File: config.mk
export PLATFORM = sky130hd
export DESIGN_NAME = dskc_regfront
export DESIGN_NICKNAME = d
export VERILOG_FILES = /design/src/rtl/dskc_pkg.sv /design/src/rtl/dskc_decode.sv /design/src/rtl/dskc_timing_reg.sv /design/src/rtl/dskc_irq_state.sv /design/src/rtl/dskc_drive_link.sv /design/src/rtl/dskc_regfront.sv
export SDC_FILE = /design/constraint.sdc
export NUM_CORES = 1
export LEC_CHECK = 0
export BUFFER_PORTS_ARGS = -buffer_cell sky130_fd_sc_hd__buf_2
export CORE_ASPECT_RATIO = 1.75
export CORE_UTILIZATION = 45
export CTS_BUF_LIST = sky130_fd_sc_hd__clkbuf_4
export DETAILED_ROUTE_END_ITERATION = 12
export GPL_TIMING_DRIVEN = 0
export PLACE_DENSITY = 0.8
export SYNTH_ARGS = -nofsm -noshare
export SYNTH_HDL_FRONTEND = slang
export SYNTH_SLANG_ARGS = --single-unit
File: constraint.sdc
create_clock -name clk -period 2.99 [get_ports clk]
set_input_delay 0.4485 -clock clk [delete_from_list [all_inputs] [get_ports clk]]
set_output_delay 0.4485 -clock clk [all_outputs]
set_load 0.02 [all_outputs]
File: src/rtl/dskc_pkg.sv
package dskc_pkg;
  localparam int WORD_W      = 32;
  localparam int WIN_W       = 12;
  localparam int STRIDE_LOG2 = 4;
  localparam int IDX_W       = WIN_W - STRIDE_LOG2;
  localparam int LANES       = WORD_W / 8;

  localparam logic [IDX_W-1:0] IDX_DATA   = IDX_W'(8'h00);
  localparam logic [IDX_W-1:0] IDX_TIMING = IDX_W'(8'h20);
  localparam logic [IDX_W-1:0] IDX_IRQ    = IDX_W'(8'h30);

  localparam int DMA_BIT  = WORD_W - 1;
  localparam int DISK_BIT = WORD_W - 2;

  localparam logic [WORD_W-1:0] UNMAPPED_WORD = '1;

  typedef enum logic [1:0] {SEL_DATA, SEL_TIMING, SEL_IRQ, SEL_NONE} sel_e;
  typedef enum logic {LNK_IDLE, LNK_WAIT} lnk_e;

  // Reverse the byte lanes of one word.
  function automatic logic [WORD_W-1:0] swap_bytes(input logic [WORD_W-1:0] w);
    logic [WORD_W-1:0] r;
    for (int b = 0; b < LANES; b++) begin
      r[8*b +: 8] = w[8*(LANES-1-b) +: 8];
    end
    return r;
  endfunction

  // Slot number from the byte offset inside the window.
  function automatic logic [IDX_W-1:0] slot_of(input logic [WIN_W-1:0] a);
    return a[WIN_W-1:STRIDE_LOG2];
  endfunction

  // Internal image of the interrupt-state register.
  function automatic logic [WORD_W-1:0] irq_image(input logic dma, input logic disk);
    logic [WORD_W-1:0] r;
    r = '0;
    r[DMA_BIT]  = dma;
    r[DISK_BIT] = disk;
    return r;
  endfunction
endpackage

File: src/rtl/dskc_decode.sv
module dskc_decode
  import dskc_pkg::*;
(
  input  logic [WIN_W-1:0] addr,
  output sel_e             sel
);
  logic [IDX_W-1:0] slot;

  always_comb begin
    slot = slot_of(addr);
    unique case (slot)
      IDX_DATA:   sel = SEL_DATA;
      IDX_TIMING: sel = SEL_TIMING;
      IDX_IRQ:    sel = SEL_IRQ;
      default:    sel = SEL_NONE;
    endcase
  end
endmodule

File: src/rtl/dskc_timing_reg.sv
module dskc_timing_reg #(
  parameter int W = 32
) (
  input  logic         clk,
  input  logic         rst_n,
  input  logic         we,
  input  logic [W-1:0] d,
  output logic [W-1:0] q
);
  always_ff @(posedge clk) begin
    if (!rst_n)  q <= '0;
    else if (we) q <= d;
  end
endmodule

File: src/rtl/dskc_irq_state.sv
module dskc_irq_state (
  input  logic clk,
  input  logic rst_n,
  input  logic dma_in,
  input  logic disk_in,
  input  logic wr_hit,
  input  logic wr_clr_bit,
  output logic clr_evt,
  output logic dma_lat,
  output logic disk_q
);
  assign clr_evt = wr_hit & wr_clr_bit;

  // A set on the same edge as a clear wins, so no interrupt is lost.
  always_ff @(posedge clk) begin
    if (!rst_n) begin
      dma_lat <= 1'b0;
      disk_q  <= 1'b0;
    end else begin
      dma_lat <= dma_in | (dma_lat & ~clr_evt);
      disk_q  <= disk_in;
    end
  end
endmodule

File: src/rtl/dskc_drive_link.sv
module dskc_drive_link
  import dskc_pkg::*;
#(
  parameter int W = 32
) (
  input  logic         clk,
  input  logic         rst_n,
  input  logic         start,
  input  logic         start_we,
  input  logic [W-1:0] start_wdata,
  input  logic         drv_ack,
  input  logic [W-1:0] drv_rdata,
  output logic         drv_req,
  output logic         drv_we,
  output logic [W-1:0] drv_wdata,
  output logic         busy,
  output logic         in_wait,
  output logic         done,
  output logic [W-1:0] done_rdata
);
  lnk_e st;

  assign in_wait    = (st == LNK_WAIT);
  assign busy       = in_wait;
  assign done       = in_wait & drv_ack;
  assign done_rdata = drv_rdata;

  always_ff @(posedge clk) begin
    if (!rst_n) begin
      st        <= LNK_IDLE;
      drv_req   <= 1'b0;
      drv_we    <= 1'b0;
      drv_wdata <= '0;
    end else begin
      drv_req <= 1'b0;
      unique case (st)
        LNK_IDLE: if (start) begin
          st        <= LNK_WAIT;
          drv_req   <= 1'b1;
          drv_we    <= start_we;
          drv_wdata <= start_wdata;
        end
        LNK_WAIT: if (drv_ack) st <= LNK_IDLE;
        default:  st <= LNK_IDLE;
      endcase
    end
  end
endmodule

File: src/rtl/dskc_regfront.sv
module dskc_regfront
  import dskc_pkg::*;
#(
  parameter int ADDR_W = dskc_pkg::WIN_W,
  parameter int DATA_W = dskc_pkg::WORD_W
) (
  input  logic              clk,
  input  logic              rst_n,
  input  logic              host_req,
  input  logic              host_we,
  input  logic [ADDR_W-1:0] host_addr,
  input  logic [DATA_W-1:0] host_wdata,
  output logic              host_ack,
  output logic [DATA_W-1:0] host_rdata,
  output logic              drv_req,
  output logic              drv_we,
  output logic [DATA_W-1:0] drv_wdata,
  input  logic              drv_ack,
  input  logic [DATA_W-1:0] drv_rdata,
  input  logic              dma_irq_in,
  input  logic              disk_irq_in,
  output logic              dma_irq_out,
  output logic              disk_irq_out
);
  sel_e              sel;
  logic              accept;
  logic              reg_hit;
  logic              data_hit;
  logic              lnk_busy;
  logic              lnk_wait;
  logic              lnk_done;
  logic [DATA_W-1:0] lnk_rdata;
  logic [DATA_W-1:0] in_word;
  logic [DATA_W-1:0] timing_q;
  logic              tim_wr;
  logic              irq_wr;
  logic              clr_evt;
  logic              dma_lat;
  logic              disk_q;
  logic [DATA_W-1:0] reg_rd;

  // Raw interrupt lines go straight to their pins.
  assign dma_irq_out  = dma_irq_in;
  assign disk_irq_out = disk_irq_in;

  dskc_decode u_dec (
    .addr (host_addr),
    .sel  (sel)
  );

  assign accept   = host_req & ~lnk_busy;
  assign data_hit = accept & (sel == SEL_DATA);
  assign reg_hit  = accept & (sel != SEL_DATA);
  assign in_word  = swap_bytes(host_wdata);
  assign tim_wr   = reg_hit & host_we & (sel == SEL_TIMING);
  assign irq_wr   = reg_hit & host_we & (sel == SEL_IRQ);

  dskc_timing_reg #(.W(DATA_W)) u_tim (
    .clk   (clk),
    .rst_n (rst_n),
    .we    (tim_wr),
    .d     (in_word),
    .q     (timing_q)
  );

  dskc_irq_state u_irq (
    .clk        (clk),
    .rst_n      (rst_n),
    .dma_in     (dma_irq_in),
    .disk_in    (disk_irq_in),
    .wr_hit     (irq_wr),
    .wr_clr_bit (in_word[DMA_BIT]),
    .clr_evt    (clr_evt),
    .dma_lat    (dma_lat),
    .disk_q     (disk_q)
  );

  dskc_drive_link #(.W(DATA_W)) u_lnk (
    .clk         (clk),
    .rst_n       (rst_n),
    .start       (data_hit),
    .start_we    (host_we),
    .start_wdata (in_word),
    .drv_ack     (drv_ack),
    .drv_rdata   (drv_rdata),
    .drv_req     (drv_req),
    .drv_we      (drv_we),
    .drv_wdata   (drv_wdata),
    .busy        (lnk_busy),
    .in_wait     (lnk_wait),
    .done        (lnk_done),
    .done_rdata  (lnk_rdata)
  );

  always_comb begin
    unique case (sel)
      SEL_TIMING: reg_rd = timing_q;
      SEL_IRQ:    reg_rd = irq_image(dma_lat, disk_q);
      default:    reg_rd = UNMAPPED_WORD;
    endcase
  end

  always_ff @(posedge clk) begin
    if (!rst_n) begin
      host_ack   <= 1'b0;
      host_rdata <= '0;
    end else begin
      host_ack <= reg_hit | lnk_done;
      if (lnk_done)     host_rdata <= swap_bytes(lnk_rdata);
      else if (reg_hit) host_rdata <= swap_bytes(reg_rd);
    end
  end
endmodule

==> results.rst, run 1 <==
.. list-table::
   :header-rows: 1

   * - Metric
     - Value
   * - Status
     - complete, no violations
   * - Post-route DRC
     - 0
   * - Power density over cell area
     - 440 nW/um^2
   * - Gr ovfl total
     - 0
   * - CTS Sinks
     - 102
   * - Core ar.
     - 10300 sq um
   * - Vias after detailed routing
     - 4403
   * - GRT Resource Usage Total
     - 23.8%
   * - Post-route ant nets
     - 0
   * - Yosys reg bits
     - 102
   * - Unrepaired setup endpoints after global routing
     - false
   * - Setup slack after layout
     - 328 ps
   * - Fraction of power consumed by sequential logic
     - 55.5%
   * - Slew @ Worst Pin
     - 690 ps
   * - Max_slew headroom
     - 53.6%
   * - GRT met2 Usage
     - 42.7%
   * - CP Depth
     - 10
   * - Post-CTS Hold Fix Bufs
     - 0
   * - Layout cell share with drive strength beyond 1
     - 25.4%
   * - Number of nets in the layout
     - 793
   * - Post-CTS Resized
     - 0
   * - Pin count of the biggest net entering global routing
     - 17
   * - Antenna violations before repair
     - 2
   * - Switch Pwr
     - 671 uW
   * - Share of flip-flops with an asynchronous set or reset
     - 0%
   * - Commonest register cell after synthesis
     - dfxtp_1
   * - Top cell type by total area after synthesis
     - dfxtp_1
   * - Vias per cell
     - 5.24
   * - Gate count of the mapped netlist
     - 550
   * - Post-synthesis cell type count
     - 33
   * - Total internal power
     - 1.90 mW
   * - Buffers plus inverters on the worst setup path
     - 2
   * - Wire length of the first global-routing pass
     - 20.7 mm
   * - WHS Path Cells
     - 2
   * - IO Pins
     - 152
   * - Clock Pin Slew Worst Setup and Hold Paths
     - 150 ps
   * - Post-route minimum period
     - 2660 ps
   * - Maximum operating frequency
     - 376 MHz
   * - Number of buffers created by CTS
     - 9
   * - Number of global-route vias before repair
     - 4440
   * - Finished Cell Area
     - 5840 sq um
   * - Leakage power figure
     - 2.52 nW
   * - Placement-stage worst setup slack
     - -118 ps
   * - Number of maximum-capacitance constraint violations
     - 0
   * - Required @ worst endpoint
     - 3380 ps
   * - Syn Std Cell Area
     - 4780 sq um
   * - Mapped Avg Cell Area
     - 8.69 sq um
   * - Slowest stage cell, crit path
     - nor4_1
   * - Top cell type's share of synthesized area
     - 42.7%
   * - Combinational fraction of design power
     - 12.6%
   * - Total Wirelength
     - 12.9 mm
   * - Number of H-tree levels
     - 3
   * - Library cell used as clock root buffer
     - clkbuf_4
   * - Post-detailed-placement cell area
     - 5670 sq um
   * - Peak-usage layer in the global routing report
     - met2
   * - Number of design-rule violations left by the first detailed-router iteration
     - 151
   * - Stage delay of the slowest cell on the critical path
     - 620 ps
   * - Crit path DAT
     - 3050 ps
   * - Crit Path Category
     - primary input to flip-flop
   * - Post-synth net total
     - 636
   * - Period Utilization, post-route
     - 89.0%
   * - Number of search-and-repair iterations in the first detailed-routing pass
     - 4
   * - Highest ir drop seen on vdd
     - 0.000236 V
   * - Top delay family on crit path
     - simple AND/OR/NAND/NOR gates
   * - Chip width
     - 79.9 um
   * - Share of synthesized area occupied by flip-flops and latches
     - 42.7%
   * - Length in cells of the worst reg-to-reg path
     - 6
   * - Clock tree from TritonCTS
     - yes
   * - Number of enable-type register cells in the synthesized netlist
     - 0
   * - Final Hold Violating Endpoints
     - 0
   * - Placer congestion estimate
     - 0.908
   * - Final-report max-slew violation count
     - 0
   * - Relative area change from synthesis to final layout
     - 22.2%
   * - Worst setup EP type
     - flip-flop
   * - Number of rows created at floorplan
     - 49
   * - HPWL reported at the end of detailed placement
     - 10.4 mm
   * - Buffer levels on the longest clock path
     - 2
   * - Most frequent cells after synthesis
     - dfxtp_1 (102), nand2_1 (100), o21ai_0 (64)
   * - Die footprint
     - 11100 sq um
   * - Synthesis Warnings
     - 0
   * - Clock power share
     - 31.9%
   * - Critical Path Start Type
     - primary input
   * - Count of port buffers added during placement
     - 146
   * - Met3 usage
     - 4.16%
   * - Detail-routed net length per standard cell
     - 15.3 um
   * - Peak fanout along the critical path
     - 10
   * - Filler cells
     - 983
   * - Most instantiated library cell after synthesis
     - dfxtp_1
   * - Post-CTS setup repair buffer count
     - 0
   * - Crit-path cells
     - buf_2 > nor4_1 > nand2_1 > nor2_1 > ha_1 > and4b_1 > o211a_1 > clkbuf_1 > o21ai_0 > a21boi_0
   * - Worst clock skew on the final layout
     - 18.5 ps
   * - Net switching fraction of the power
     - 26.1%
   * - Min-Delay Path Class
     - primary input to flip-flop
   * - Clock latency at the later pin of the worst-skew pair
     - 460 ps
   * - Leading post-synthesis cells by cell area
     - dfxtp_1 (43%), mux2i_1 (13%), nand2_1 (7.9%)
   * - Initial standard-cell utilization of the core
     - 46.4%
   * - Util after Layout
     - 56.7%
   * - GR Layer Usage met1
     - 25.7%
   * - Chip Height
     - 138 um
   * - Final setup violation count
     - 0
layout make-up:
class	instances	area [sq um]	share of cell area [%]
clock inverter	5	82.6	1.41
multi-input combinational	393	2460	42.2
tap	127	159	2.72
buffer	53	267	4.56
sequential	102	2040	35.0
clock buffer	11	82.6	1.41
timing repair buffer	146	731	12.5
antenna	2	5.00	0.0857
inverter	2	7.51	0.129
registers in the layout (all words and copies together), names as in the netlist:
register	cells
u_lnk.drv_req	1
u_lnk.drv_wdata	32
u_irq.disk_q	1
u_lnk.drv_we	1
host_rdata	32
u_irq.dma_lat	1
host_ack	1
u_tim.q	32
u_lnk.busy	1
per-stage QoR:
| stage | std cells | setup TNS, ps | power (mW) | hold slack, ps |
|---|---|---|---|---|
| after CTS | 839 | 0 | 2.59 | 209 |
| after detailed placement | 823 | -1700 | 1.78 | 444 |
| after global routing | 841 | 0 | 2.66 | 201 |
| final | 841 | 0 | 2.57 | 220 |
| after floorplan | 550 | 0 | 1.64 | 436 |
| after global placement | 823 | -1160 | 1.77 | 439 |
logic make-up (layout without fill, tap and decap cells):
family / Yosys count / in the layout / synth area share, %
flip-flops: 102 / 102 / 42.7
adder cells (fa/ha/maj): 3 / 3 / 0.785
buffers and inverters: 55 / 217 / 5.73
multiplexers: 63 / 63 / 13.2
AND/OR/NAND/NOR: 192 / 192 / 19.2
other: 0 / 2 / 0
AO/OA/AOI/OAI: 135 / 135 / 18.4
worst paths after layout:
check | to | slack [ps] | start
hold reg to reg | host_rdata[2] | 470 | host_rdata[2]
setup / recovery | u_tim.q[18] | 330 | host_addr[7]
hold / removal | u_irq.disk_q | 220 | disk_irq_in
setup reg to reg | host_rdata[0] | 1270 | u_lnk.busy
placed cells by master (no fill, tap or decap), types with 2 or more instances in the layout:
| cell | instances |
|---|---|
| buf_2 | 149 |
| dfxtp_1 | 102 |
| nand2_1 | 100 |
| o21ai_0 | 64 |
| mux2i_1 | 63 |
| nand3_1 | 44 |
| clkbuf_1 | 41 |
| nor2b_1 | 33 |
| o211ai_1 | 30 |
| a21boi_0 | 25 |
| clkbuf_4 | 11 |
| a21boi_1 | 7 |
| buf_6 | 4 |
| and2_1 | 4 |
| and3_1 | 3 |
| buf_4 | 3 |
| ha_1 | 3 |
| diode_2 | 2 |
| inv_1 | 2 |
| buf_8 | 2 |
| a221o_1 | 2 |
| a21o_2 | 2 |
| bufinv_16 | 2 |
power by group through the flow:
stage	registers [mW]	logic, mW	clock network, mW
6_report	1.43	0.325	0.820
5_1_grt	1.43	0.350	0.878
4_1_cts	1.43	0.325	0.836
3_5_place_dp	1.46	0.323	0
3_3_place_gp	1.45	0.317	0
2_1_floorplan	1.50	0.133	0
metal layers:
metal  vias to the layer above  routed length (um)  share of wire (%)
met4                         0                 486                3.8
met5                         -                   0                  0
met3                        35                 544                4.2
met1                      2011                5030                 39
li1                       2224                   -                  -
met2                       133                6810                 53
No activity file was read; power rests on OpenSTA's default activity.
==> run 2: changes to the inputs <==
--- a/config.mk
+++ b/config.mk
@@ -12,6 +12,7 @@
 export DETAILED_ROUTE_END_ITERATION = 12
 export GPL_TIMING_DRIVEN = 0
 export PLACE_DENSITY = 0.8
+export REMOVE_ABC_BUFFERS = 1
 export SYNTH_ARGS = -nofsm -noshare
 export SYNTH_HDL_FRONTEND = slang
 export SYNTH_SLANG_ARGS = --single-unit
==> run 2 against run 1 <==
  * Worst setup slack improved by 32 ps
  * Clock skew decreased by 2.9 ps
  * Sequential share of layout area grew 0.52 points
  * Count of clock-buffer cells in the layout shrank 2
  * Highest routed layer unchanged
  * Cell count down 5.8%
  * Sequential power about the same
  * Die area unchanged
  * Via count fell by 2.7%
  * Maximum frequency is 1.2% higher
  * Final area decreased by 1.5%
  * Critical path depth is 1 lower
  * Wire length fell by 6.6%
==> results.rst, run 2 (synthesis results as in run 1) <==
.. list-table::
   :header-rows: 1

   * - Metric
     - Value
   * - Status
     - complete, no violations
   * - Detail-routed net length per standard cell
     - 15.2 um (-0.82%)
   * - IO Pins
     - 152 (unchanged)
   * - Core ar.
     - 10300 sq um (unchanged)
   * - Clock tree from TritonCTS
     - yes
   * - Die footprint
     - 11100 sq um (unchanged)
   * - Required @ worst endpoint
     - 3350 ps (-30 ps)
   * - Vias after detailed routing
     - 4284 (-2.7%)
   * - Peak fanout along the critical path
     - 34 (+24)
   * - Maximum operating frequency
     - 380 MHz (+1.2%)
   * - Clock Pin Slew Worst Setup and Hold Paths
     - 150 ps (about the same)
   * - Placed Cells incl. Taps
     - 775 (-5.8%)
   * - Post-route ant nets
     - 0 (unchanged)
   * - Relative area change from synthesis to final layout
     - 20.4%
   * - Total Wirelength
     - 12.0 mm (-6.6%)
   * - Placement-stage worst setup slack
     - -1460 ps (-1340 ps)
   * - Crit path DAT
     - 2990 ps (-60 ps)
   * - Slew @ Worst Pin
     - 954 ps (+264 ps)
   * - Chip width
     - 79.9 um (unchanged)
   * - Post-route DRC
     - 0 (unchanged)
   * - Number of design-rule violations left by the first detailed-router iteration
     - 200 (+32%)
   * - Post-CTS Hold Fix Bufs
     - 0 (unchanged)
   * - Worst setup EP type
     - flip-flop
   * - Power density over cell area
     - 453 nW/um^2 (+2.9%)
   * - Worst clock skew on the final layout
     - 15.5 ps (-2.94 ps)
   * - Post-route insts no fill
     - 792 (-5.8%)
   * - Leakage power figure
     - 2.49 nW (-1.2%)
   * - Most common cell after layout, fill and taps aside
     - buf_2
   * - Number of maximum-capacitance constraint violations
     - 0 (unchanged)
   * - Initial standard-cell utilization of the core
     - 46.4% (unchanged)
   * - Wire length of the first global-routing pass
     - 19.2 mm (-7.2%)
   * - Number of global-route vias before repair
     - 4181 (-5.8%)
   * - Critical Path Start Type
     - primary input
   * - HPWL reported at the end of detailed placement
     - 8.18 mm (-21%)
   * - Number of rows created at floorplan
     - 49 (unchanged)
   * - Layout cell share with drive strength beyond 1
     - 27.3% (+1.8 points)
   * - Buffer levels on the longest clock path
     - 2 (unchanged)
   * - Leading registers by flop count
     - host_rdata (32), u_lnk.drv_wdata (32), u_tim.q (32)
   * - Filler cells
     - 943 (-4.1%)
   * - Final Hold Violating Endpoints
     - 0 (unchanged)
   * - Post-CTS setup repair buffer count
     - 0 (unchanged)
   * - Final-report max-slew violation count
     - 0 (unchanged)
   * - GRT Resource Usage Total
     - 22.0% (-1.8 points)
   * - Period Utilization, post-route
     - 88.0% (-1.1 points)
   * - Util after Layout
     - 55.9% (-0.83 points)
   * - Count of port buffers added during placement
     - 147 (+0.68%)
   * - Post-route minimum period
     - 2630 ps (-31.5 ps)
   * - Min-Delay Path Class
     - primary input to flip-flop
   * - CTS Sinks
     - 102 (unchanged)
   * - Number of search-and-repair iterations in the first detailed-routing pass
     - 4 (unchanged)
   * - Number of H-tree levels
     - 3 (unchanged)
   * - Unrepaired setup endpoints after global routing
     - false
   * - Number of nets in the layout
     - 745 (-6.1%)
   * - Post-detailed-placement cell area
     - 5510 sq um (-2.9%)
   * - Crit Path Category
     - primary input to flip-flop
   * - Clock latency at the later pin of the worst-skew pair
     - 440 ps (-20 ps)
   * - Antenna violations before repair
     - 1 (-1)
   * - Gr ovfl total
     - 0 (unchanged)
   * - Library cell used as clock root buffer
     - clkbuf_4
   * - Number of buffers created by CTS
     - 9 (unchanged)
   * - Vias per cell
     - 5.41 (+3.3%)
   * - Pin count of the biggest net entering global routing
     - 88 (+71)
   * - Max_slew headroom
     - 36.1% (-18 points)
   * - Chip Height
     - 138 um (unchanged)
   * - Highest ir drop seen on vdd
     - 0.000325 V (+38%)
   * - Finished Cell Area
     - 5750 sq um (-1.5%)
   * - Placer congestion estimate
     - 0.775 (-15%)
   * - Highest-count cells in the layout ignoring fill and taps
     - buf_2 (146), dfxtp_1 (102), nand2_1 (99), o21ai_0 (64), mux2i_1 (63)
   * - Final setup violation count
     - 0 (unchanged)
   * - Setup slack after layout
     - 360 ps (+31.5 ps)
-- run 2: changes by cell type in the layout (fill, tap and decap cells not counted), moves of 2 or more --
cell	change
buf_2	-3
buf_4	-2
buf_16	+2
clkbuf_4	-2
buf_6	-4
clkbuf_1	-41
-- run 2: final cells by class --
class / count / area (sq um) / area share, %
Antenna cell: 1 / 2.50 / 0.0435
Clock buffer: 9 / 67.6 / 1.17
Clock inverter: 7 / 113 / 1.96
Inverter: 2 / 7.51 / 0.130
Multi-Input combinational cell: 393 / 2530 / 44.1
Sequential cell: 102 / 2040 / 35.5
Tap cell: 127 / 159 / 2.76
Timing Repair Buffer: 151 / 828 / 14.4
-- run 2: worst paths after layout --
kind / from / to / slack, ps / cells past startpoint
worst max-delay path: host_addr[7] / u_tim.q[27] / 360 / 9
worst min-delay path: disk_irq_in / u_irq.disk_q / 210 / 2
worst max register to register: u_lnk.busy / host_ack / 1010 / 3
worst min register to register: host_rdata[25] / host_rdata[25] / 470 / 2
-- run 2: stage by stage --
stage	hold WS (ps)	total power, mW	setup TNS [ps]
final	214	2.61	0
after CTS	169	2.63	0
after detailed placement	446	1.76	-60770
after floorplan	436	1.60	-8310
after global placement	439	1.75	-105010
after global routing	190	2.72	0
-- run 2: critical path: stages --
cell	delay (ps)
buf_2	120
nor4_4	440
nand2_1	130
nor2_1	240
ha_4	380
and4b_1	440
o211a_4	450
o21ai_0	160
a21boi_0	170
-- run 2: where the power goes --
group          internal (mW)  leakage (nW)  switching (mW)
Combinational          0.127          1.56           0.182
Sequential              1.40         0.833          0.0201
Clock                  0.420        0.0973           0.452
-- run 2: routing by layer --
layer	track usage, %	part of all wire [%]	vias to the layer above
met4	10.6	2.5	0
li1	-	-	2127
met1	23.3	38	2022
met2	40.5	56	115
met5	0	0	-
met3	3.83	4.2	20
-- run 2: timing repair --
| action | 4_1_cts | 5_1_grt |
|---|---|---|
| endpoints found under the setup margin | 49 | 32 |
| gates resized for setup | 8 | 3 |
| gates cloned | 0 | 0 |
==> run 3: changes to the inputs <==
--- a/config.mk
+++ b/config.mk
@@ -7,6 +7,7 @@
 export LEC_CHECK = 0
 export BUFFER_PORTS_ARGS = -buffer_cell sky130_fd_sc_hd__buf_2
 export CORE_ASPECT_RATIO = 1.75
+export CORE_MARGIN = 5
 export CORE_UTILIZATION = 45
 export CTS_BUF_LIST = sky130_fd_sc_hd__clkbuf_4
 export DETAILED_ROUTE_END_ITERATION = 12
==> constraint.sdc (replaced) <==
create_clock -name clk -period 2.99 [get_ports clk]
set_input_delay 0.1495 -clock clk [delete_from_list [all_inputs] [get_ports clk]]
set_output_delay 0.1495 -clock clk [all_outputs]
set_load 0.02 [all_outputs]
==> run 3 against run 2 <==
  * Wire length increased by 12%
  * First-iteration DRC count up 8.0%
  * Core utilization increased by 3.6 points
  * Sequential share of layout area is 2.3 points lower
  * Sequential cell count is the same
  * Cell count rose by 5.9%
  * Power down 4.8%
  * Clock power down 20%
  * Maximum frequency is 1.6% lower
  * Clock skew is 2.1 ps higher
  * Global-route usage fell by 1.1 points
  * Critical path type unchanged
==> results.rst, run 3 (synthesis results as in run 1) <==
.. list-table::
   :header-rows: 1

   * - Metric
     - Value
   * - Status
     - complete, no violations
   * - Library cell used as clock root buffer
     - clkbuf_4
   * - Critical Path Start Type
     - primary input
   * - Vias after detailed routing
     - 4552 (+6.3%)
   * - Crit path DAT
     - 3050 ps (+60 ps)
   * - Count of port buffers added during placement
     - 147 (unchanged)
   * - Pin count of the biggest net entering global routing
     - 94 (+6.8%)
   * - Worst clock skew on the final layout
     - 17.6 ps (+2.08 ps)
   * - Worst setup EP type
     - flip-flop
   * - Wire length of the first global-routing pass
     - 21.6 mm (+13%)
   * - Leading registers by flop count
     - host_rdata (32), u_lnk.drv_wdata (32), u_tim.q (32)
   * - Layout cell share with drive strength beyond 1
     - 25.4% (-1.9 points)
   * - Chip Height
     - 146 um (+5.8%)
   * - Setup slack after layout
     - 318 ps (-42.4 ps)
   * - Unrepaired setup endpoints after global routing
     - false
   * - Finished Cell Area
     - 6160 sq um (+7.1%)
   * - CTS Sinks
     - 102 (unchanged)
   * - Length in cells of the worst reg-to-reg path
     - 4 (+1)
   * - Leakage power figure
     - 2.66 nW (+6.8%)
   * - Post-route ant nets
     - 0 (unchanged)
   * - Gr ovfl total
     - 0 (unchanged)
   * - Placement-stage worst setup slack
     - -1090 ps (+367 ps)
   * - Hold Slack
     - 24.4 ps (-190 ps)
   * - Antenna violations before repair
     - 2 (+1)
   * - Number of maximum-capacitance constraint violations
     - 0 (unchanged)
   * - Post-detailed-placement cell area
     - 5510 sq um (unchanged)
   * - Placer congestion estimate
     - 0.790 (+1.9%)
   * - Buffer levels on the longest clock path
     - 2 (unchanged)
   * - Relative area change from synthesis to final layout
     - 28.9%
   * - HPWL reported at the end of detailed placement
     - 8.67 mm (+6.1%)
   * - Final setup violation count
     - 0 (unchanged)
   * - Chip width
     - 87.9 um (+10%)
   * - IO Pins
     - 152 (unchanged)
   * - Worst r2r src
     - u_lnk.busy
   * - Number of search-and-repair iterations in the first detailed-routing pass
     - 6 (+2)
   * - Required @ worst endpoint
     - 3370 ps (+20 ps)
   * - Total Wirelength
     - 13.5 mm (+12%)
   * - Highest-count cells in the layout ignoring fill and taps
     - buf_2 (146), dfxtp_1 (102), nand2_1 (99), o21ai_0 (64), mux2i_1 (63)
   * - Power density over cell area
     - 403 nW/um^2 (-11%)
   * - Maximum operating frequency
     - 374 MHz (-1.6%)
   * - Clock Pin Slew Worst Setup and Hold Paths
     - 150 ps (about the same)
   * - Core ar.
     - 10400 sq um (+0.60%)
   * - Vias per cell
     - 5.43 (+0.30%)
   * - Worst r2r dst
     - host_ack
   * - Clock latency at the later pin of the worst-skew pair
     - 440 ps (about the same)
   * - Max_slew headroom
     - 38.1% (+2.0 points)
   * - Final Hold Violating Endpoints
     - 0 (unchanged)
   * - Clock tree from TritonCTS
     - yes
   * - CP endpoint
     - u_tim.q[6]
   * - Highest ir drop seen on vdd
     - 0.000299 V (-8.2%)
   * - Final-report max-slew violation count
     - 0 (unchanged)
   * - Worst setup path startpoint
     - host_addr[7]
   * - Period Utilization, post-route
     - 89.4% (+1.4 points)
   * - Register-to-register path setup slack
     - 940 ps (-70 ps)
   * - Post-route minimum period
     - 2670 ps (+42.4 ps)
   * - Number of rows created at floorplan
     - 49 (unchanged)
   * - Min-Delay Path Class
     - primary input to flip-flop
   * - Number of H-tree levels
     - 3 (unchanged)
   * - Most common cell after layout, fill and taps aside
     - buf_2
   * - Number of design-rule violations left by the first detailed-router iteration
     - 216 (+8.0%)
   * - Detail-routed net length per standard cell
     - 16.0 um (+5.6%)
   * - Crit Path Category
     - primary input to flip-flop
   * - Number of global-route vias before repair
     - 4564 (+9.2%)
   * - Slew @ Worst Pin
     - 925 ps (-29.4 ps)
   * - TNS Setup
     - 0 ps (unchanged)
   * - Die footprint
     - 12900 sq um (+16%)
   * - Peak fanout along the critical path
     - 34 (unchanged)
   * - Number of nets in the layout
     - 792 (+6.3%)
   * - Post-route DRC
     - 0 (unchanged)
   * - GRT Resource Usage Total
     - 20.9% (-1.1 points)
   * - Initial standard-cell utilization of the core
     - 46.1% (-0.27 points)
   * - Number of buffers created by CTS
     - 9 (unchanged)
run 3: power by group:
part / switching, mW / internal [mW] / leakage, nW
clock: 0.440 / 0.256 / 0.0697
sequential: 0.0204 / 1.40 / 0.833
combinational: 0.194 / 0.167 / 1.76
total: 0.654 / 1.83 / 2.66
run 3: worst max-delay path: stages:
cell and delay [ps]:
buf_2 110, nor4_2 550, nand2_1 150, nor2_1 250, ha_4 410, and4b_1 440
and3_2 610, o21ai_0 180, a21boi_0 200
run 3: metal layers:
| metal | part of all wire (%) | vias to the layer above | track usage [%] |
|---|---|---|---|
| met4 | 4.8 | 0 | 12.4 |
| li1 | - | 2221 | - |
| met1 | 37 | 2130 | 22.7 |
| met3 | 4.6 | 47 | 3.10 |
| met2 | 54 | 154 | 37.0 |
| met5 | 0 | - | 0 |
run 3: metrics by stage:
stage	util, %	instances	power [mW]
floorplan	-	497	1.60
global placement	52.2	771	1.75
detailed placement	53.1	775	1.76
CTS	59.0	837	2.50
global route	59.5	839	2.60
finish	59.5	839	2.48
run 3: repair_timing:
| item | 4_1_cts | 5_1_grt |
|---|---|---|
| setup endpoints to repair | 32 | 32 |
| resized for setup | 3 | 5 |
| hold buffers | 47 | 0 |
| endpoints found under the hold margin | 79 | 0 |
| buffers inserted | 0 | 0 |
run 3: worst min path at each step:
stage               slack (ps)        endpoint  depth (start not counted)           from
finish                      20   host_rdata[5]                          3  drv_rdata[29]
global route                 6   host_rdata[5]                          3  drv_rdata[29]
CTS                        0.7  host_rdata[10]                          3  drv_rdata[18]
detailed placement         370    u_irq.disk_q                          2    disk_irq_in
global placement           370    u_irq.disk_q                          2    disk_irq_in
floorplan                  260   u_irq.dma_lat                          2          rst_n
run 3: area by class of cell:
cell class,instances,area (sq um)
Antenna cell,2,5.00
Clock buffer,10,75.1
Clock inverter,5,51.3
Fill cell,874,4200
Inverter,2,7.51
Multi-Input combinational cell,393,2520
Sequential cell,102,2040
Tap cell,127,159
Timing Repair Buffer,198,1300
